<file path="config.mk">
export PLATFORM = sky130hd
export DESIGN_NAME = lrsc_unit
export DESIGN_NICKNAME = d
export VERILOG_FILES = /design/src/rtl/lrsc_pkg.sv /design/src/rtl/lrsc_decode.sv /design/src/rtl/lrsc_resv.sv /design/src/rtl/lrsc_ctrl.sv /design/src/rtl/lrsc_unit.sv
export SDC_FILE = /design/constraint.sdc
export NUM_CORES = 1
export LEC_CHECK = 0
export BUFFER_PORTS_ARGS = -buffer_cell sky130_fd_sc_hd__buf_2
export CAP_MARGIN = 20
export CELL_PAD_IN_SITES_DETAIL_PLACEMENT = 1
export CELL_PAD_IN_SITES_GLOBAL_PLACEMENT = 2
export CORE_ASPECT_RATIO = 1.5
export CORE_MARGIN = 2
export CORE_UTILIZATION = 31
export CTS_CLUSTER_SIZE = 40
export DETAILED_ROUTE_END_ITERATION = 10
export GPL_ROUTABILITY_DRIVEN = 1
export MAX_ROUTING_LAYER = met4
export PLACE_DENSITY_LB_ADDON = 0.1
export RECOVER_POWER = 25
export REMOVE_ABC_BUFFERS = 1
export SYNTH_ARGS = -nofsm -noshare
export SYNTH_HDL_FRONTEND = slang
export SYNTH_SLANG_ARGS = --single-unit
</file>
<file path="constraint.sdc">
create_clock -name clk -period 3.03 [get_ports clk]
set_input_delay 0.303 -clock clk [delete_from_list [all_inputs] [get_ports clk]]
set_output_delay 0.303 -clock clk [all_outputs]
set_load 0.01 [all_outputs]
</file>
<file path="src/rtl/lrsc_pkg.sv">
package lrsc_pkg;
  localparam logic [6:0] OPC_ATOMIC = 7'b0101111;
  localparam logic [4:0] F5_LR      = 5'b00010;
  localparam logic [4:0] F5_SC      = 5'b00011;
  localparam logic [1:0] SZ_WORD    = 2'b10;
  localparam logic [1:0] SZ_DWORD   = 2'b11;

  localparam logic [4:0] CAUSE_ILLEGAL   = 5'd2;
  localparam logic [4:0] CAUSE_LD_MISAL  = 5'd4;
  localparam logic [4:0] CAUSE_LD_FAULT  = 5'd5;
  localparam logic [4:0] CAUSE_ST_MISAL  = 5'd6;
  localparam logic [4:0] CAUSE_ST_FAULT  = 5'd7;

  typedef enum logic [1:0] {
    ST_IDLE,
    ST_MREQ,
    ST_MWAIT,
    ST_DONE
  } lrsc_state_e;

  typedef struct packed {
    logic       is_sc;
    logic       illegal;
    logic       misal;
    logic       aq;
    logic       rl;
    logic [1:0] size;
    logic [4:0] rd;
  } lrsc_dec_t;
endpackage

</file>
<file path="src/rtl/lrsc_decode.sv">
module lrsc_decode
  import lrsc_pkg::*;
#(
  parameter int XLEN = 64
) (
  input  logic [31:0]     insn,
  input  logic [XLEN-1:0] addr,
  output lrsc_dec_t       dec
);
  localparam bit DW_OK = (XLEN >= 64);

  logic [4:0] f5;
  logic [1:0] sz;
  logic       fmt_ok, width_ok, rs2_ok;

  always_comb begin
    f5       = insn[31:27];
    sz       = insn[13:12];
    fmt_ok   = (insn[6:0] == OPC_ATOMIC) && !insn[14] &&
               ((f5 == F5_LR) || (f5 == F5_SC));
    width_ok = (sz == SZ_WORD) || ((sz == SZ_DWORD) && DW_OK);
    rs2_ok   = (f5 != F5_LR) || (insn[24:20] == 5'd0);
    dec.is_sc   = (f5 == F5_SC);
    dec.illegal = !(fmt_ok && width_ok && rs2_ok);
    dec.misal   = (sz == SZ_DWORD) ? (addr[2:0] != 3'd0) : (addr[1:0] != 2'd0);
    dec.aq      = insn[26];
    dec.rl      = insn[25];
    dec.size    = sz;
    dec.rd      = insn[11:7];
  end
endmodule

</file>
<file path="src/rtl/lrsc_resv.sv">
module lrsc_resv #(
  parameter int XLEN    = 64,
  parameter int GRAN_LG = 3
) (
  input  logic            clk,
  input  logic            rst_n,
  input  logic            set,
  input  logic [XLEN-1:0] set_addr,
  input  logic            clear,
  input  logic            kill,
  input  logic [XLEN-1:0] chk_addr,
  output logic            hit,
  output logic            valid
);
  localparam int TAG_W = XLEN - GRAN_LG;

  logic             valid_q;
  logic [TAG_W-1:0] tag_q;

  always_ff @(posedge clk or negedge rst_n) begin
    if (!rst_n) begin
      valid_q <= 1'b0;
      tag_q   <= '0;
    end else begin
      if (kill || clear) valid_q <= 1'b0;
      else if (set)      valid_q <= 1'b1;
      if (set) tag_q <= set_addr[XLEN-1:GRAN_LG];
    end
  end

  assign hit   = valid_q && (tag_q == chk_addr[XLEN-1:GRAN_LG]);
  assign valid = valid_q;


  kill_clears_chk: assert property (@(posedge clk) disable iff (!rst_n)
    kill |=> !valid_q);

  check_clears_chk: assert property (@(posedge clk) disable iff (!rst_n)
    clear |=> !valid_q);
endmodule

</file>
<file path="src/rtl/lrsc_ctrl.sv">
module lrsc_ctrl
  import lrsc_pkg::*;
#(
  parameter int XLEN = 64
) (
  input  logic            clk,
  input  logic            rst_n,
  input  logic            req_valid,
  output logic            req_ready,
  input  lrsc_dec_t       dec,
  input  logic [XLEN-1:0] rs1_val,
  input  logic [XLEN-1:0] rs2_val,
  input  logic            resv_hit,
  output logic            resv_set,
  output logic [XLEN-1:0] resv_set_addr,
  output logic            resv_clear,
  output logic            mem_req_valid,
  input  logic            mem_req_ready,
  output logic            mem_req_we,
  output logic [XLEN-1:0] mem_req_addr,
  output logic [XLEN-1:0] mem_req_wdata,
  output logic [1:0]      mem_req_size,
  output logic            mem_req_aq,
  output logic            mem_req_rl,
  input  logic            mem_rsp_valid,
  input  logic [XLEN-1:0] mem_rsp_rdata,
  input  logic            mem_rsp_err,
  input  logic            mem_rsp_wok,
  output logic            res_valid,
  input  logic            res_ready,
  output logic            res_retire,
  output logic            res_exc,
  output logic [4:0]      res_cause,
  output logic            res_rd_we,
  output logic [4:0]      res_rd_idx,
  output logic [XLEN-1:0] res_rd_val
);
  lrsc_state_e     st_q;
  logic            sc_q, aq_q, rl_q;
  logic [1:0]      size_q;
  logic [XLEN-1:0] addr_q, wdata_q;
  logic            r_retire_q, r_exc_q, r_we_q;
  logic [4:0]      r_cause_q, rd_q;
  logic [XLEN-1:0] r_val_q;
  logic            accept, rsp_in, checks;
  logic [XLEN-1:0] load_ext, store_trim;

  assign accept = (st_q == ST_IDLE) && req_valid;
  assign rsp_in = (st_q == ST_MWAIT) && mem_rsp_valid;
  assign checks = accept && !dec.illegal && !dec.misal && dec.is_sc;

  always_comb begin
    if (size_q == SZ_DWORD) load_ext = mem_rsp_rdata;
    else                    load_ext = XLEN'(signed'(mem_rsp_rdata[31:0]));
    if (dec.size == SZ_DWORD) store_trim = rs2_val;
    else                      store_trim = XLEN'(rs2_val[31:0]);
  end

  always_ff @(posedge clk or negedge rst_n) begin
    if (!rst_n) begin
      st_q       <= ST_IDLE;
      sc_q       <= 1'b0;
      aq_q       <= 1'b0;
      rl_q       <= 1'b0;
      size_q     <= '0;
      addr_q     <= '0;
      wdata_q    <= '0;
      rd_q       <= '0;
      r_retire_q <= 1'b0;
      r_exc_q    <= 1'b0;
      r_we_q     <= 1'b0;
      r_cause_q  <= '0;
      r_val_q    <= '0;
    end else begin
      unique case (st_q)
        ST_IDLE: if (accept) begin
          sc_q    <= dec.is_sc;
          aq_q    <= dec.aq;
          rl_q    <= dec.rl;
          size_q  <= dec.size;
          addr_q  <= rs1_val;
          wdata_q <= store_trim;
          rd_q    <= dec.rd;
          r_val_q <= '0;
          if (dec.illegal || dec.misal) begin
            r_retire_q <= 1'b0;
            r_exc_q    <= 1'b1;
            r_we_q     <= 1'b0;
            r_cause_q  <= dec.illegal ? CAUSE_ILLEGAL :
                          (dec.is_sc ? CAUSE_ST_MISAL : CAUSE_LD_MISAL);
            st_q       <= ST_DONE;
          end else if (dec.is_sc && !resv_hit) begin
            r_retire_q <= 1'b1;
            r_exc_q    <= 1'b0;
            r_we_q     <= 1'b1;
            r_cause_q  <= '0;
            r_val_q    <= XLEN'(1);
            st_q       <= ST_DONE;
          end else begin
            st_q <= ST_MREQ;
          end
        end
        ST_MREQ: if (mem_req_ready) st_q <= ST_MWAIT;
        ST_MWAIT: if (mem_rsp_valid) begin
          st_q <= ST_DONE;
          if (mem_rsp_err) begin
            r_retire_q <= 1'b0;
            r_exc_q    <= 1'b1;
            r_we_q     <= 1'b0;
            r_cause_q  <= sc_q ? CAUSE_ST_FAULT : CAUSE_LD_FAULT;
          end else begin
            r_retire_q <= 1'b1;
            r_exc_q    <= 1'b0;
            r_we_q     <= 1'b1;
            r_cause_q  <= '0;
            r_val_q    <= sc_q ? XLEN'(!mem_rsp_wok) : load_ext;
          end
        end
        ST_DONE: if (res_ready) st_q <= ST_IDLE;
        default: st_q <= ST_IDLE;
      endcase
    end
  end

  assign req_ready     = (st_q == ST_IDLE);
  assign resv_clear    = checks;
  assign resv_set      = rsp_in && !sc_q && !mem_rsp_err;
  assign resv_set_addr = addr_q;

  assign mem_req_valid = (st_q == ST_MREQ);
  assign mem_req_we    = sc_q;
  assign mem_req_addr  = addr_q;
  assign mem_req_wdata = sc_q ? wdata_q : '0;
  assign mem_req_size  = size_q;
  assign mem_req_aq    = aq_q;
  assign mem_req_rl    = rl_q;

  assign res_valid  = (st_q == ST_DONE);
  assign res_retire = r_retire_q;
  assign res_exc    = r_exc_q;
  assign res_cause  = r_cause_q;
  assign res_rd_we  = r_we_q;
  assign res_rd_idx = rd_q;
  assign res_rd_val = r_val_q;


  mreq_hold_chk: assert property (@(posedge clk) disable iff (!rst_n)
    mem_req_valid && !mem_req_ready |=> mem_req_valid && $stable(mem_req_addr) &&
      $stable(mem_req_we) && $stable(mem_req_wdata) && $stable(mem_req_size));

  res_hold_chk: assert property (@(posedge clk) disable iff (!rst_n)
    res_valid && !res_ready |=> res_valid && $stable(res_rd_val) &&
      $stable(res_exc) && $stable(res_cause) && $stable(res_rd_we));

  exc_no_wb_chk: assert property (@(posedge clk) disable iff (!rst_n)
    res_valid && res_exc |-> !res_rd_we && !res_retire);
endmodule

</file>
<file path="src/rtl/lrsc_unit.sv">
module lrsc_unit
  import lrsc_pkg::*;
#(
  parameter int XLEN    = 64,
  parameter int GRAN_LG = 3
) (
  input  logic            clk,
  input  logic            rst_n,
  input  logic            req_valid,
  output logic            req_ready,
  input  logic [31:0]     req_insn,
  input  logic [XLEN-1:0] req_rs1_val,
  input  logic [XLEN-1:0] req_rs2_val,
  output logic            mem_req_valid,
  input  logic            mem_req_ready,
  output logic            mem_req_we,
  output logic [XLEN-1:0] mem_req_addr,
  output logic [XLEN-1:0] mem_req_wdata,
  output logic [1:0]      mem_req_size,
  output logic            mem_req_aq,
  output logic            mem_req_rl,
  input  logic            mem_rsp_valid,
  input  logic [XLEN-1:0] mem_rsp_rdata,
  input  logic            mem_rsp_err,
  input  logic            mem_rsp_wok,
  input  logic            resv_kill,
  output logic            res_valid,
  input  logic            res_ready,
  output logic            res_retire,
  output logic            res_exc,
  output logic [4:0]      res_cause,
  output logic            res_rd_we,
  output logic [4:0]      res_rd_idx,
  output logic [XLEN-1:0] res_rd_val
);
  lrsc_dec_t       dec;
  logic            hit, rv_valid, rv_set, rv_clear;
  logic [XLEN-1:0] rv_set_addr;

  lrsc_decode #(.XLEN(XLEN)) u_dec (
    .insn (req_insn),
    .addr (req_rs1_val),
    .dec  (dec)
  );

  lrsc_resv #(.XLEN(XLEN), .GRAN_LG(GRAN_LG)) u_resv (
    .clk      (clk),
    .rst_n    (rst_n),
    .set      (rv_set),
    .set_addr (rv_set_addr),
    .clear    (rv_clear),
    .kill     (resv_kill),
    .chk_addr (req_rs1_val),
    .hit      (hit),
    .valid    (rv_valid)
  );

  lrsc_ctrl #(.XLEN(XLEN)) u_ctrl (
    .clk           (clk),
    .rst_n         (rst_n),
    .req_valid     (req_valid),
    .req_ready     (req_ready),
    .dec           (dec),
    .rs1_val       (req_rs1_val),
    .rs2_val       (req_rs2_val),
    .resv_hit      (hit),
    .resv_set      (rv_set),
    .resv_set_addr (rv_set_addr),
    .resv_clear    (rv_clear),
    .mem_req_valid (mem_req_valid),
    .mem_req_ready (mem_req_ready),
    .mem_req_we    (mem_req_we),
    .mem_req_addr  (mem_req_addr),
    .mem_req_wdata (mem_req_wdata),
    .mem_req_size  (mem_req_size),
    .mem_req_aq    (mem_req_aq),
    .mem_req_rl    (mem_req_rl),
    .mem_rsp_valid (mem_rsp_valid),
    .mem_rsp_rdata (mem_rsp_rdata),
    .mem_rsp_err   (mem_rsp_err),
    .mem_rsp_wok   (mem_rsp_wok),
    .res_valid     (res_valid),
    .res_ready     (res_ready),
    .res_retire    (res_retire),
    .res_exc       (res_exc),
    .res_cause     (res_cause),
    .res_rd_we     (res_rd_we),
    .res_rd_idx    (res_rd_idx),
    .res_rd_val    (res_rd_val)
  );


  no_write_with_resv_chk: assert property (@(posedge clk) disable iff (!rst_n)
    mem_req_valid && mem_req_we |-> !rv_valid);

  busy_not_ready_chk: assert property (@(posedge clk) disable iff (!rst_n)
    (mem_req_valid || res_valid) |-> !req_ready);
endmodule

</file>
== Word level (Yosys, flattened, before mapping) ==
Cells that the tools add are included.

* $add $sub $neg: 0
* $mul: 0
* Div/mod/pow operators: 0
* Order comparisons: 0
* Equality and inequality tests: 17
* Shifts and indexed selects: 0
* Muxes and demuxes: 41
* Bitwise operators: 0
* Reduce and logical (&&, ||, !) cells: 35

{| class="wikitable"
|+ Operators with widths
! cell !! count
|-
| 64-bit two-way mux || 8
|-
| 64-bit one-hot mux with 2 select lines || 1
|-
| 61-bit equality test || 1
|-
| 5-bit two-way mux || 6
|-
| 2-bit two-way mux || 8
|-
| 1-bit two-way mux || 14
|-
| 1-bit logical AND || 13
|-
| 4-bit AND reduction || 3
|-
| 2-bit equality test, second input constant || 5
|-
| 5-bit by 2-bit equality test with 1-bit output, second input constant || 2
|-
| 5-bit one-hot mux with 2 select lines || 1
|-
| 2-bit one-hot mux with 4 select lines || 1
|-
| 7-bit by 6-bit equality test with 1-bit output, second input constant || 1
|-
| 1-bit zero test || 7
|-
| 2-bit by 1-bit != test with 1-bit output, second input constant || 3
|-
| 2-bit nonzero test || 3
|-
| 5-bit zero test || 1
|-
| 1-bit logical OR || 5
|-
| 5-bit by 2-bit != test with 1-bit output, second input constant || 1
|-
| 2-bit != test, second input constant || 2
|-
| 1-bit one-hot mux with 2 select lines || 2
|-
| 3-bit by 1-bit != test with 1-bit output, second input constant || 1
|-
| 3-bit nonzero test || 1
|-
| 2-bit by 1-bit equality test with 1-bit output, second input constant || 1
|-
| other kinds (2) || 2
|}

* Register bits after elaboration: 273
* Bits in latches: 0
* Memory bits (writable): 0
* ROM bits: 0
* Input bits: 233
* Output and inout port bits: 213
* Word-level logic and storage cells: 107
* Memories: 0

== Logic depth before layout (Yosys ltp) ==
Gate-level depths: netlist (run 1).

* Depth in word-level cells: 10
* Mapped depth: 9
* Mapped depth without buffers: 7

== Modules after synthesis ==
A second synthesis (run 1) with hierarchy kept.

* Cell total of the unflattened synthesis: 973
* Area, all modules: 12135.4 um^2

{| class="wikitable"
|+ By module, submodules not included
! module !! times used !! cells an instance !! area an instance (um^2) !! sequential area each (um^2)
|-
| lrsc_ctrl || 1 || 711 || 9017.4 || 5230.0
|-
| lrsc_resv || 1 || 243 || 2971.6 || 1551.5
|-
| lrsc_decode || 1 || 19 || 146.4 || 0.0
|}

== Worst setup path after synthesis (run 1) ==
No wires, ideal clock.

* Path type: register to register
* Start: register u_resv.tag_q[25]
* End: register u_ctrl.r_cause_q[1] (netlist: u_ctrl.res_cause[1])
* Setup time: 0.125 ns
* Data arrival time: 2.069 ns
* Required time: 2.905 ns
* Slack: 0.836 ns
* Cell stages (with the launch flop): 8
* Buffers on the path: 0
* Period minus slack after synthesis: 2.194 ns
* Cells stage by stage: dfrtp_1 -> nor2b_1 -> a2111o_1 -> a2111oi_2 -> nand4_1 -> o31ai_4 -> a21oi_2 -> mux2_4

* Word-level cells in the longest chain between the ends: 6

{| class="wikitable"
|+ Ends and longest elaborated chain
! element !! RTL line !! source
|-
| from (decl) || lrsc_resv.sv:18 || <nowiki>logic [TAG_W-1:0] tag_q;</nowiki>
|-
| from (signal assigned) || lrsc_resv.sv:27 || <nowiki>if (set) tag_q <= set_addr[XLEN-1:GRAN_LG];</nowiki>
|-
| 61-bit equality test || lrsc_resv.sv:31 || <nowiki>assign hit = valid_q && (tag_q == chk_addr[XLEN-1:GRAN_LG]);</nowiki>
|-
| 1-bit logical AND || lrsc_resv.sv:31 ||
|-
| 1-bit zero test || lrsc_ctrl.sv:92 || <nowiki>end else if (dec.is_sc && !resv_hit) begin</nowiki>
|-
| 1-bit logical AND || lrsc_ctrl.sv:92 ||
|-
| 3-bit by 1-bit != test with 1-bit output (no source line) || -- ||
|-
| 4-bit AND reduction (no source line) || -- ||
|-
| to (signal assigned) || lrsc_ctrl.sv:89 || <nowiki>r_cause_q <= dec.illegal ? CAUSE_ILLEGAL :</nowiki>
|-
| to (signal assigned) || lrsc_ctrl.sv:110 || <nowiki>r_cause_q <= sc_q ? CAUSE_ST_FAULT : CAUSE_LD_FAULT;</nowiki>
|-
| to (decl) || lrsc_ctrl.sv:43 || <nowiki>logic [4:0] r_cause_q, rd_q;</nowiki>
|}

Every way passes these cells.
A chain may end at the register's enable or synchronous reset.

== Final worst setup path (run 1) ==
Same ends and word-level chain as after synthesis.

==> flow_summary.rst, run 1 <==
.. list-table::
   :header-rows: 1

   * - Metric
     - Value
   * - Status
     - finished, violations left
   * - Failing checks
     - max-capacitance violations, max-slew violations
   * - Detailed placement HPWL
     - 28200 um
   * - Largest voltage drop on the vdd net
     - 0.445 mV
   * - Clock network fraction of design power
     - 24.6%
   * - Total clock sinks
     - 271
   * - Clock period minus worst slack
     - 2.47 ns
   * - Post-detailed-routing wire length
     - 40000 um
   * - Remaining max-slew budget at the tightest pin
     - -9.82%
   * - DRC errors left
     - 0
   * - Total congestion overflow
     - 0
   * - Max Buffers Root-to-Sink
     - 3
   * - Post-synthesis cell type count
     - 51
   * - Data arrival, critical path
     - 2.91 ns
   * - Overall track demand over capacity in global routing
     - 21.0%
   * - Area delta synth->final
     - 46.9%
   * - Synth top area share
     - 59.0%
   * - Hold buffer count at CTS
     - 154
   * - Number of design-rule violations left by the first detailed-router iteration
     - 301
   * - Starting density of the core
     - 31.3%
   * - Proportion of synthesized chip area in sequential cells
     - 59.0%
   * - Cell at the root of the clock tree
     - sky130_fd_sc_hd__clkbuf_16
   * - TritonCTS clock tree
     - built
   * - Type of element capturing the critical path
     - register
   * - Part of the power in registers
     - 39.9%
   * - Clk Latency, worst-skew pair
     - 0.57 ns
   * - Syn Inst Count
     - 913
   * - Main area contributors after synthesis
     - sky130_fd_sc_hd__dfrtp_1, sky130_fd_sc_hd__mux2_2, sky130_fd_sc_hd__a22o_1, sky130_fd_sc_hd__and2_1, sky130_fd_sc_hd__o21ai_0
   * - Post-Synthesis Cell Area
     - 11500 um^2
   * - Vias in the first global route
     - 10500
   * - Global-route wire length before repair
     - 61700 um
   * - Width of the die
     - 161 um
   * - Synth Register Bits
     - 271
   * - Worst min path class
     - input port to register
   * - Worst setup skew after layout
     - 0.0135 ns
   * - Final setup vio count
     - 0
   * - Clock transition at path regs
     - 0.06 ns
   * - Mapped Avg Cell Area
     - 12.6 um^2
   * - Number of nets with antenna violations after routing
     - 0
   * - NetSw
     - 0.00534 W
   * - WP data required
     - 3.47 ns
   * - Most common cell after layout, fill and taps aside
     - sky130_fd_sc_hd__buf_2
   * - Number of fill cells in the layout
     - 4001
   * - Ratio of final minimum period to clock period
     - 81.4%
   * - Placeable core region
     - 36700 um^2
   * - Switching part of the total
     - 34.1%
   * - Path type of the worst setup path
     - register to register
   * - DR pass1 iterations
     - 4
   * - Fmax
     - 406 MHz
   * - Critical path startpoint category
     - register
   * - Final hold vios
     - 0
   * - Count of input and output buffers
     - 438
   * - Combinational power share
     - 35.5%
   * - Max-capacitance violation count
     - 1
   * - Dominant cell type by area after synthesis
     - sky130_fd_sc_hd__dfrtp_1
   * - I/O pin total
     - 446
   * - Largest net degree at the start of global routing
     - 95
   * - Post-layout instance count excluding filler cells
     - 2007
   * - Vias per Instance
     - 4.76
   * - Power density of the placed cells
     - 927 nW/um^2
   * - Die Y
     - 240 um
   * - Worst-margin pin slew
     - 1.65 ns
   * - Placed cell count
     - 1794
   * - Average wire per standard cell
     - 20.0 um
   * - Number of enable flip-flop cells after synthesis
     - 0
   * - Cells along the critical path
     - nor2b_1 -> a2111o_1 -> a2111oi_2 -> nand4_1 -> o31ai_4 -> a21oi_2 -> mux2_4
   * - Largest driver fanout on the critical path
     - 5
   * - Std-Cell Rows
     - 86
   * - CTS H-tree depth
     - 1
   * - Most frequently used flop master after synthesis
     - sky130_fd_sc_hd__dfrtp_1
   * - Highest-delay cell along the critical path
     - sky130_fd_sc_hd__a2111o_1
   * - Leakage component of the power
     - 8.26 nW
   * - Max Transition Viols Final
     - 31
   * - Via count of the routed design
     - 9558
   * - Final #Nets
     - 1733
   * - Hold WS
     - 0.0254 ns
   * - Layout cell share with drive strength beyond 1
     - 43.9%
   * - CTS Buf Count
     - 30
   * - Most used cells in the layout excluding fill and tap cells
     - sky130_fd_sc_hd__buf_2, sky130_fd_sc_hd__dfrtp_1, sky130_fd_sc_hd__dlygate4sd3_1
   * - Ys async rst share
     - 100%
   * - Yosys Warn Count
     - 0
   * - Number of buffers inserted to repair setup after CTS
     - 0
   * - Area enclosed by the die boundary
     - 38700 um^2
   * - Initial antenna violation count
     - 4
   * - Internal portion of total power
     - 0.0103 W
   * - RSZ-0062 raised after global routing
     - false
   * - Post-cts resize count
     - 0
   * - Placer's final routability congestion estimate
     - 0.810
   * - Delay of the slowest cell on the worst path
     - 0.42 ns
-- Yosys cell counts (3+ instances only) --
| library cell | instances |
|---|---|
| sky130_fd_sc_hd__dfrtp_1 | 271 |
| sky130_fd_sc_hd__mux2_2 | 149 |
| sky130_fd_sc_hd__and2_1 | 66 |
| sky130_fd_sc_hd__a22o_1 | 63 |
| sky130_fd_sc_hd__clkbuf_1 | 57 |
| sky130_fd_sc_hd__nand2_1 | 55 |
| sky130_fd_sc_hd__o21ai_0 | 52 |
| sky130_fd_sc_hd__a31oi_1 | 32 |
| sky130_fd_sc_hd__inv_1 | 25 |
| sky130_fd_sc_hd__xnor2_1 | 21 |
| sky130_fd_sc_hd__xor2_1 | 18 |
| sky130_fd_sc_hd__nor2b_1 | 12 |
| sky130_fd_sc_hd__nand2b_1 | 10 |
| sky130_fd_sc_hd__nor2_1 | 9 |
| sky130_fd_sc_hd__nand4_1 | 8 |
| sky130_fd_sc_hd__nor4_1 | 7 |
| sky130_fd_sc_hd__o22ai_1 | 7 |
| sky130_fd_sc_hd__ha_1 | 4 |
| sky130_fd_sc_hd__a2111o_1 | 3 |
| sky130_fd_sc_hd__a21oi_1 | 3 |
| sky130_fd_sc_hd__buf_4 | 3 |
| sky130_fd_sc_hd__nand3_1 | 3 |
| sky130_fd_sc_hd__o2111ai_1 | 3 |
-- cells by family (layout without fill, tap and decap cells) --
logic type	after synthesis	count (layout)	share of synthesized area, %
AO/OA/AOI/OAI	182	182	11.4
XOR/XNOR	39	39	2.97
adder cells (fa/ha/maj)	4	4	0.435
buffers and inverters	86	690	2.91
flip-flops	271	271	59.0
multiplexers	151	151	14.8
other	1	7	0.0326
AND/OR/NAND/NOR	179	179	8.47
-- state kept, by name (all words and copies together) (netlist names), 2 cells and up --
| signal | count |
|---|---|
| u_ctrl.wdata_q | 64 |
| u_ctrl.res_rd_val | 64 |
| u_ctrl.res_cause | 3 |
| u_ctrl.mem_req_addr | 64 |
| u_ctrl.res_rd_idx | 5 |
| u_ctrl.mem_req_size | 2 |
| u_resv.tag_q | 61 |
| u_ctrl.st_q | 2 |
-- critical path, delay by kind of cell, from the launching register on --
family | cells | cell delay, ns
AOI/OAI and AO/OA | 4 | 1.33
DFF | 1 | 0.38
muxes | 1 | 0.31
and+or+nand+nor | 2 | 0.32
-- worst paths after layout --
check,from,endpoint,slack (ns),cells after the start
max in group asynchronous,rst_n,u_ctrl.res_rd_val[12],0.62,3
hold reg to reg,u_ctrl.res_rd_val[57],u_ctrl.res_rd_val[57],0.48,2
hold / removal,mem_rsp_rdata[9],u_ctrl.res_rd_val[9],0.03,2
min in group asynchronous,rst_n,u_ctrl.res_rd_val[33],0.35,2
setup reg to reg,u_resv.tag_q[25],u_ctrl.res_cause[1],0.56,7
setup / recovery,u_resv.tag_q[25],u_ctrl.res_cause[1],0.56,7
-- power groups by stage --
stage / sequential (W) / clock [W] / combinational (W)
after floorplan: 0.00654 / 0 / 0.00292
after global placement: 0.00621 / 0 / 0.00543
after detailed placement: 0.00630 / 0 / 0.00549
after CTS: 0.00625 / 0.00397 / 0.00568
after global routing: 0.00647 / 0.00410 / 0.00614
final: 0.00624 / 0.00385 / 0.00556
-- cell type report --
cell class                      instances  area, um^2  area share [%]
Antenna cell                            5        12.5          0.0741
Multi-Input combinational cell        557        4410            26.1
Inverter                               25        93.8           0.556
Timing Repair Buffer                  611        3940            23.3
Tap cell                              484         606            3.59
Sequential cell                       271        6780            40.2
Clock buffer                           47         926            5.48
Clock inverter                          7         115           0.682
-- through the flow --
stage / setup TNS (ns) / setup WS (ns) / power (W) / instance area [um^2] / util [%]
after floorplan: -278.63 / -2.39 / 0.00946 / 11300 / -
final: 0 / 0.564 / 0.0156 / 16900 / 46.0
after global routing: 0 / 0.219 / 0.0167 / 16900 / 46.0
after global placement: 0 / 0.437 / 0.0116 / 14300 / 39.0
after CTS: 0 / 0.481 / 0.0159 / 16900 / 46.1
after detailed placement: 0 / 0.418 / 0.0118 / 14300 / 39.0
-- per-layer routing --
layer | global-route usage [%] | routed length (um)
met5 | - | 0
met4 | 6.95 | 1280
met3 | 4.74 | 2660
met2 | 37.4 | 20600
met1 | 23.3 | 15500
Note: power is estimated with default switching activity, not from simulation.
==> run 2, diff against run 1 <==
==> constraint.sdc (replaced) <==
create_clock -name clk -period 2.32 [get_ports clk]
set_input_delay 0.232 -clock clk [delete_from_list [all_inputs] [get_ports clk]]
set_output_delay 0.232 -clock clk [all_outputs]
set_load 0.01 [all_outputs]
==> run 2 against run 1 <==
  * The run now ends clean
  * Final cell count increased by 2.4%
  * Clock skew decreased by 0.0040 ns
  * Final area increased by 2.2%
  * Fmax increased by 8.6%
  * Critical path type unchanged
  * Critical path depth unchanged
  * Via count increased by 2.4%
==> flow_summary.rst, run 2 (synthesis gave the netlist of run 1 again) <==
.. list-table::
   :header-rows: 1

   * - Metric
     - Value
   * - R2r startpoint
     - u_resv.tag_q[25]
   * - Register-to-register path setup slack
     - 0.05 ns
   * - Placement Setup Slack
     - -0.0569 ns
   * - Number of cells on the worst reg-to-reg path
     - 7
   * - Post-layout instance count excluding filler cells
     - 2056
   * - Data arrival, critical path
     - 2.70 ns
   * - Final #Nets
     - 1788
   * - Cell at the root of the clock tree
     - sky130_fd_sc_hd__clkbuf_16
   * - Met3 wire len
     - 2620 um
   * - Status
     - finished, final reports clean
   * - RSZ-0062 raised after global routing
     - true
   * - Path type of the worst setup path
     - register to register
   * - Starting density of the core
     - 31.3%
   * - Width of the die
     - 161 um
   * - WP data required
     - 2.75 ns
   * - Highest layer used for signal routing
     - met4
   * - CTS H-tree depth
     - 1
   * - Cells along the critical path
     - nor2b_1 -> a2111o_1 -> a2111oi_2 -> nand4_1 -> o31ai_4 -> a21oi_2 -> mux2_4
   * - Most used cells in the layout excluding fill and tap cells
     - sky130_fd_sc_hd__buf_2, sky130_fd_sc_hd__dfrtp_1, sky130_fd_sc_hd__dlygate4sd3_1
   * - Via count of the routed design
     - 9783
   * - Worst-margin pin slew
     - 1.38 ns
   * - Max-capacitance violation count
     - 0
   * - Number of design-rule violations left by the first detailed-router iteration
     - 374
   * - Overall track demand over capacity in global routing
     - 21.2%
   * - Count of input and output buffers
     - 438
   * - Delay of the slowest cell on the worst path
     - 0.39 ns
   * - Fmax
     - 441 MHz
   * - Largest driver fanout on the critical path
     - 5
   * - Critical path startpoint category
     - register
   * - DR pass1 iterations
     - 4
   * - Total clock sinks
     - 271
   * - CTS Buf Count
     - 29
   * - Total congestion overflow
     - 0
   * - Final setup vio count
     - 0
   * - Placeable core region
     - 36700 um^2
   * - Largest voltage drop on the vdd net
     - 0.656 mV
   * - Final hold vios
     - 0
   * - Endpoint of the worst setup timing path
     - u_ctrl.res_cause[1]
   * - Vias per Instance
     - 4.76
   * - Power density of the placed cells
     - 1160 nW/um^2
   * - Number of nets with antenna violations after routing
     - 0
   * - Vias in the first global route
     - 10700
   * - Remaining max-slew budget at the tightest pin
     - 7.99%
   * - Largest net degree at the start of global routing
     - 70
   * - Clock period minus worst slack
     - 2.27 ns
   * - Area delta synth->final
     - 50.2%
   * - Worst setup skew after layout
     - 0.00956 ns
   * - Most common cell after layout, fill and taps aside
     - sky130_fd_sc_hd__buf_2
   * - Setup ws final
     - 0.0499 ns
   * - Ratio of final minimum period to clock period
     - 97.8%
   * - Post-detailed-routing wire length
     - 40300 um
   * - Average wire per standard cell
     - 19.6 um
   * - Leakage component of the power
     - 8.47 nW
   * - Clk Latency, worst-skew pair
     - 0.55 ns
   * - DRC errors left
     - 0
   * - Global-route wire length before repair
     - 62300 um
   * - Placed cell count
     - 1816
   * - Startpoint of the most critical setup path
     - u_resv.tag_q[25]
   * - Placer's final routability congestion estimate
     - 0.793
   * - Type of element capturing the critical path
     - register
   * - TritonCTS clock tree
     - built
   * - Detailed placement HPWL
     - 28700 um
   * - Max Buffers Root-to-Sink
     - 3
   * - R2r endpoint
     - u_ctrl.res_cause[1]
   * - Initial antenna violation count
     - 3
   * - Die Y
     - 240 um
   * - Met1 routed wirelength after detailed routing
     - 15300 um
   * - Max Transition Viols Final
     - 0
   * - Layout cell share with drive strength beyond 1
     - 44.0%
   * - Number of buffers inserted to repair setup after CTS
     - 0
   * - Clock transition at path regs
     - 0.06 ns
   * - Area enclosed by the die boundary
     - 38700 um^2
   * - Worst min path class
     - input port to register
   * - Highest-delay cell along the critical path
     - sky130_fd_sc_hd__a2111o_1
   * - Wire length on met2
     - 21200 um
   * - I/O pin total
     - 446
   * - Std-Cell Rows
     - 86
## run 2: timing repair
action,CTS,global route
pin swaps,1,2
endpoints found under the hold margin,243,0
resized for setup,0,4
hold buffers,188,0
endpoints found under the setup margin,1,6
## run 2: area by class of cell
cell class / count / area, um^2
clock inverter: 11 / 62.6
multi-input combinational: 557 / 4430
timing repair buffer: 667 / 4470
clock buffer: 39 / 813
antenna: 2 / 5.00
sequential: 271 / 6780
fill: 4038 / 19400
tap: 484 / 606
inverter: 25 / 93.8
## run 2: per-layer routing
metal | vias up | GRT usage, %
met5 | - | -
met4 | 0 | 6.03
met3 | 61 | 4.47
met2 | 333 | 38.2
met1 | 4895 | 23.7
li1 | 4494 | -
## run 2: worst min-delay path by stage
stage | startpoint | to | slack [ns] | depth (start not counted)
CTS | req_rs1_val[36] | u_ctrl.mem_req_addr[36] | 0.001 | 3
floorplan | rst_n | u_ctrl.mem_req_addr[0] | -0.06 | 0
detailed placement | rst_n | u_ctrl.res_rd_val[33] | 0.17 | 1
global placement | rst_n | u_ctrl.res_rd_val[59] | 0.17 | 1
finish | req_rs1_val[36] | u_ctrl.mem_req_addr[36] | 0.02 | 3
global route | req_rs1_val[62] | u_ctrl.mem_req_addr[62] | 0.02 | 3
## run 2: critical path: cells and delay by family, from the launching register on
family | cells | cell delay [ns]
AOI/OAI and AO/OA | 4 | 1.15
DFF | 1 | 0.37
and+or+nand+nor | 2 | 0.32
muxes | 1 | 0.31
## run 2: power by group
part	leakage, nW	switching [W]	internal (W)
Sequential	3.39	0.00123	0.00687
Clock	0.431	0.00193	0.00244
Combinational	4.65	0.00379	0.00372
Total	8.47	0.00695	0.0130
## run 2: stage by stage
stage | TNS (ns) | hold WS (ns) | cell area [um^2] | utilization (%) | power (W)
floorplan | -456.78 | -0.0636 | 11300 | - | 0.0124
global placement | 0 | 0.168 | 14500 | 39.6 | 0.0154
detailed placement | -0.0707 | 0.173 | 14500 | 39.6 | 0.0155
CTS | 0 | 0.00135 | 17300 | 47.1 | 0.0203
global route | -0.0510 | 0.0192 | 17300 | 47.1 | 0.0214
finish | 0 | 0.0193 | 17300 | 47.1 | 0.0200
==> run 3, diff against run 2 <==
--- a/config.mk
+++ b/config.mk
@@ -11,7 +11,7 @@
 export CELL_PAD_IN_SITES_GLOBAL_PLACEMENT = 2
 export CORE_ASPECT_RATIO = 1.5
 export CORE_MARGIN = 2
-export CORE_UTILIZATION = 31
+export CORE_UTILIZATION = 30
 export CTS_CLUSTER_SIZE = 40
 export DETAILED_ROUTE_END_ITERATION = 10
 export GPL_ROUTABILITY_DRIVEN = 1
==> run 3 against run 2 <==
  * The flow now finishes with violations (max-capacitance violations, max-slew violations)
  * Combinational power increased by 1%
  * Largest cell class unchanged
  * Critical endpoint unchanged
  * Die area up 3.3%
  * Final cell count rose by 0.39%
  * First-iteration DRC count rose by 7.8%
  * Clock power rose by 7.1%
  * Hold slack gained 0.014 ns
  * Global-route usage is 0.90 points lower
  * Wire length up 0.62%
  * Register-to-register slack worse by 0.02 ns
==> flow_summary.rst, run 3 (synthesis gave the netlist of run 1 again) <==
.. list-table::
   :header-rows: 1

   * - Metric
     - Value
   * - Status
     - finished, violations left
   * - Failing checks
     - max-capacitance violations, max-slew violations
   * - Max Buffers Root-to-Sink
     - 3
   * - Type of element capturing the critical path
     - register
   * - Setup ws final
     - 0.0127 ns
   * - Critical path startpoint category
     - input port
   * - R2r endpoint
     - u_ctrl.res_cause[1]
   * - Area delta synth->final
     - 51.9%
   * - Highest-delay cell along the critical path
     - sky130_fd_sc_hd__dlygate4sd3_1
   * - Post-layout instance count excluding filler cells
     - 2064
   * - Std-Cell Rows
     - 87
   * - Number of nets with antenna violations after routing
     - 0
   * - Placer's final routability congestion estimate
     - 0.771
   * - Placeable core region
     - 37700 um^2
   * - Worst-margin pin slew
     - 1.89 ns
   * - Max Transition Viols Final
     - 75
   * - Most used cells in the layout excluding fill and tap cells
     - sky130_fd_sc_hd__buf_2, sky130_fd_sc_hd__dfrtp_1, sky130_fd_sc_hd__dlygate4sd3_1
   * - TritonCTS clock tree
     - built
   * - WP data required
     - 2.76 ns
   * - Vias in the first global route
     - 10600
   * - Area enclosed by the die boundary
     - 39900 um^2
   * - Via count of the routed design
     - 9729
   * - Delay of the slowest cell on the worst path
     - 0.55 ns
   * - I/O pin total
     - 446
   * - Fmax
     - 433 MHz
   * - Global-route wire length before repair
     - 61400 um
   * - Largest voltage drop on the vdd net
     - 0.670 mV
   * - Clock transition at path regs
     - 0.06 ns
   * - Worst hold path stage count
     - 3
   * - Final non-filler cell area
     - 17500 um^2
   * - Initial antenna violation count
     - 1
   * - Path type of the worst setup path
     - input port to register
   * - Final #Nets
     - 1791
   * - Startpoint of the most critical setup path
     - req_rs1_val[46]
   * - Total clock sinks
     - 271
   * - Power density of the placed cells
     - 1170 nW/um^2
   * - Number of fill cells in the layout
     - 4188
   * - Worst setup skew after layout
     - 0.00986 ns
   * - Cell at the root of the clock tree
     - sky130_fd_sc_hd__clkbuf_16
   * - Overall track demand over capacity in global routing
     - 20.3%
   * - R2r startpoint
     - u_resv.tag_q[25]
   * - Endpoint of the worst setup timing path
     - u_ctrl.res_cause[1]
   * - Post-detailed-routing wire length
     - 40500 um
   * - Data arrival, critical path
     - 2.74 ns
   * - Worst min path class
     - input port to register
   * - Placed cell count
     - 1816
   * - Width of the die
     - 164 um
   * - Vias per Instance
     - 4.71
   * - Most common cell after layout, fill and taps aside
     - sky130_fd_sc_hd__buf_2
   * - DRC errors left
     - 0
   * - Number of cells on the worst reg-to-reg path
     - 7
   * - Final hold vios
     - 0
   * - Final setup vio count
     - 0
   * - Leakage component of the power
     - 8.53 nW
   * - Clk Latency, worst-skew pair
     - 0.55 ns
   * - DR pass1 iterations
     - 4
   * - Total congestion overflow
     - 0
   * - Placed standard-cell area
     - 14500 um^2
   * - Largest driver fanout on the critical path
     - 5
   * - RSZ-0062 raised after global routing
     - true
   * - Remaining max-slew budget at the tightest pin
     - -26.3%
   * - Placement Setup Slack
     - -0.00592 ns
   * - Cells along the critical path
     - dlygate4sd3_1 -> buf_2 -> nor2b_1 -> a2111o_1 -> nor4_2 -> nand4_1 -> o31ai_4 -> a21oi_4 -> mux2_4
   * - Number of design-rule violations left by the first detailed-router iteration
     - 403
   * - Layout cell share with drive strength beyond 1
     - 43.6%
   * - Die Y
     - 244 um
   * - Average wire per standard cell
     - 19.6 um
   * - CTS H-tree depth
     - 1
   * - Register-to-register path setup slack
     - 0.03 ns
   * - Detailed placement HPWL
     - 28800 um
   * - Count of input and output buffers
     - 438
   * - Clock period minus worst slack
     - 2.31 ns
   * - Starting density of the core
     - 30.5%
   * - Ratio of final minimum period to clock period
     - 99.5%
   * - CTS Buf Count
     - 29
   * - Max-capacitance violation count
     - 1
   * - Largest net degree at the start of global routing
     - 77
-- run 3: cell types whose count changed in the layout (fill, tap and decap cells not counted), moves of 2 or more --
cell                            delta
sky130_fd_sc_hd__clkinv_2          -5
sky130_fd_sc_hd__buf_4             -7
sky130_fd_sc_hd__dlygate4sd3_1     +7
sky130_fd_sc_hd__bufinv_16         +2
sky130_fd_sc_hd__clkbuf_1          +2
sky130_fd_sc_hd__buf_12            +4
sky130_fd_sc_hd__clkbuf_8          +2
-- run 3: area by class of cell --
class / count / area [um^2] / area share (%)
flip-flops and latches: 271 / 6780 / 38.8
clock buffers: 43 / 848 / 4.86
inverters: 25 / 93.8 / 0.537
well taps: 489 / 612 / 3.50
multi-input cells: 557 / 4470 / 25.6
repair buffers: 670 / 4560 / 26.1
clock inverters: 8 / 98.8 / 0.566
diodes: 1 / 2.50 / 0.0143
-- run 3: stage by stage --
stage | total power [W] | hold WS (ns) | utilization (%) | setup TNS [ns]
CTS | 0.0207 | 0.00379 | 46.3 | 0
global route | 0.0218 | 0.0284 | 46.4 | -0.427
detailed placement | 0.0156 | 0.255 | 38.6 | -0.00592
floorplan | 0.0124 | -0.0636 | - | -456.78
global placement | 0.0153 | 0.259 | 38.6 | 0
finish | 0.0204 | 0.0337 | 46.4 | 0
-- run 3: timing repair --
action                                  4_1_cts  5_1_grt
buffers inserted                              0        3
hold buffers                                195        0
endpoints found under the setup margin        1        7
endpoints found under the hold margin       260        0
pin swaps                                     1        9
gates resized for setup                       1        9
-- run 3: worst min path at each step --
stage	start	endpoint	slack, ns
after floorplan	rst_n	u_ctrl.mem_req_addr[0]	-0.06
after detailed placement	rst_n	u_ctrl.res_rd_val[52]	0.26
after CTS	mem_rsp_rdata[47]	u_ctrl.res_rd_val[47]	0.004
final	mem_rsp_rdata[47]	u_ctrl.res_rd_val[47]	0.03
after global routing	req_insn[12]	u_ctrl.mem_req_size[0]	0.03
after global placement	rst_n	u_ctrl.res_rd_val[40]	0.26
-- run 3: metal layers --
layer	global-route usage [%]	vias to the layer above	share of wire (%)
met2	35.3	338	51
li1	-	4502	-
met3	4.31	63	7.2
met5	-	-	0
met4	6.84	0	3.2
met1	23.0	4826	38
-- run 3: worst max-delay path: cells and delay by family --
| kind | cells | cell delay [ns] |
|---|---|---|
| AOI/OAI and AO/OA | 3 | 0.87 |
| buffers and inverters | 2 | 0.70 |
| and+or+nand+nor | 3 | 0.63 |
| muxes | 1 | 0.30 |
-- run 3: where the power goes --
part           internal, W  total (W)  switching, W
registers          0.00687    0.00812       0.00125
clock network      0.00273    0.00468       0.00194
logic              0.00381    0.00762       0.00381
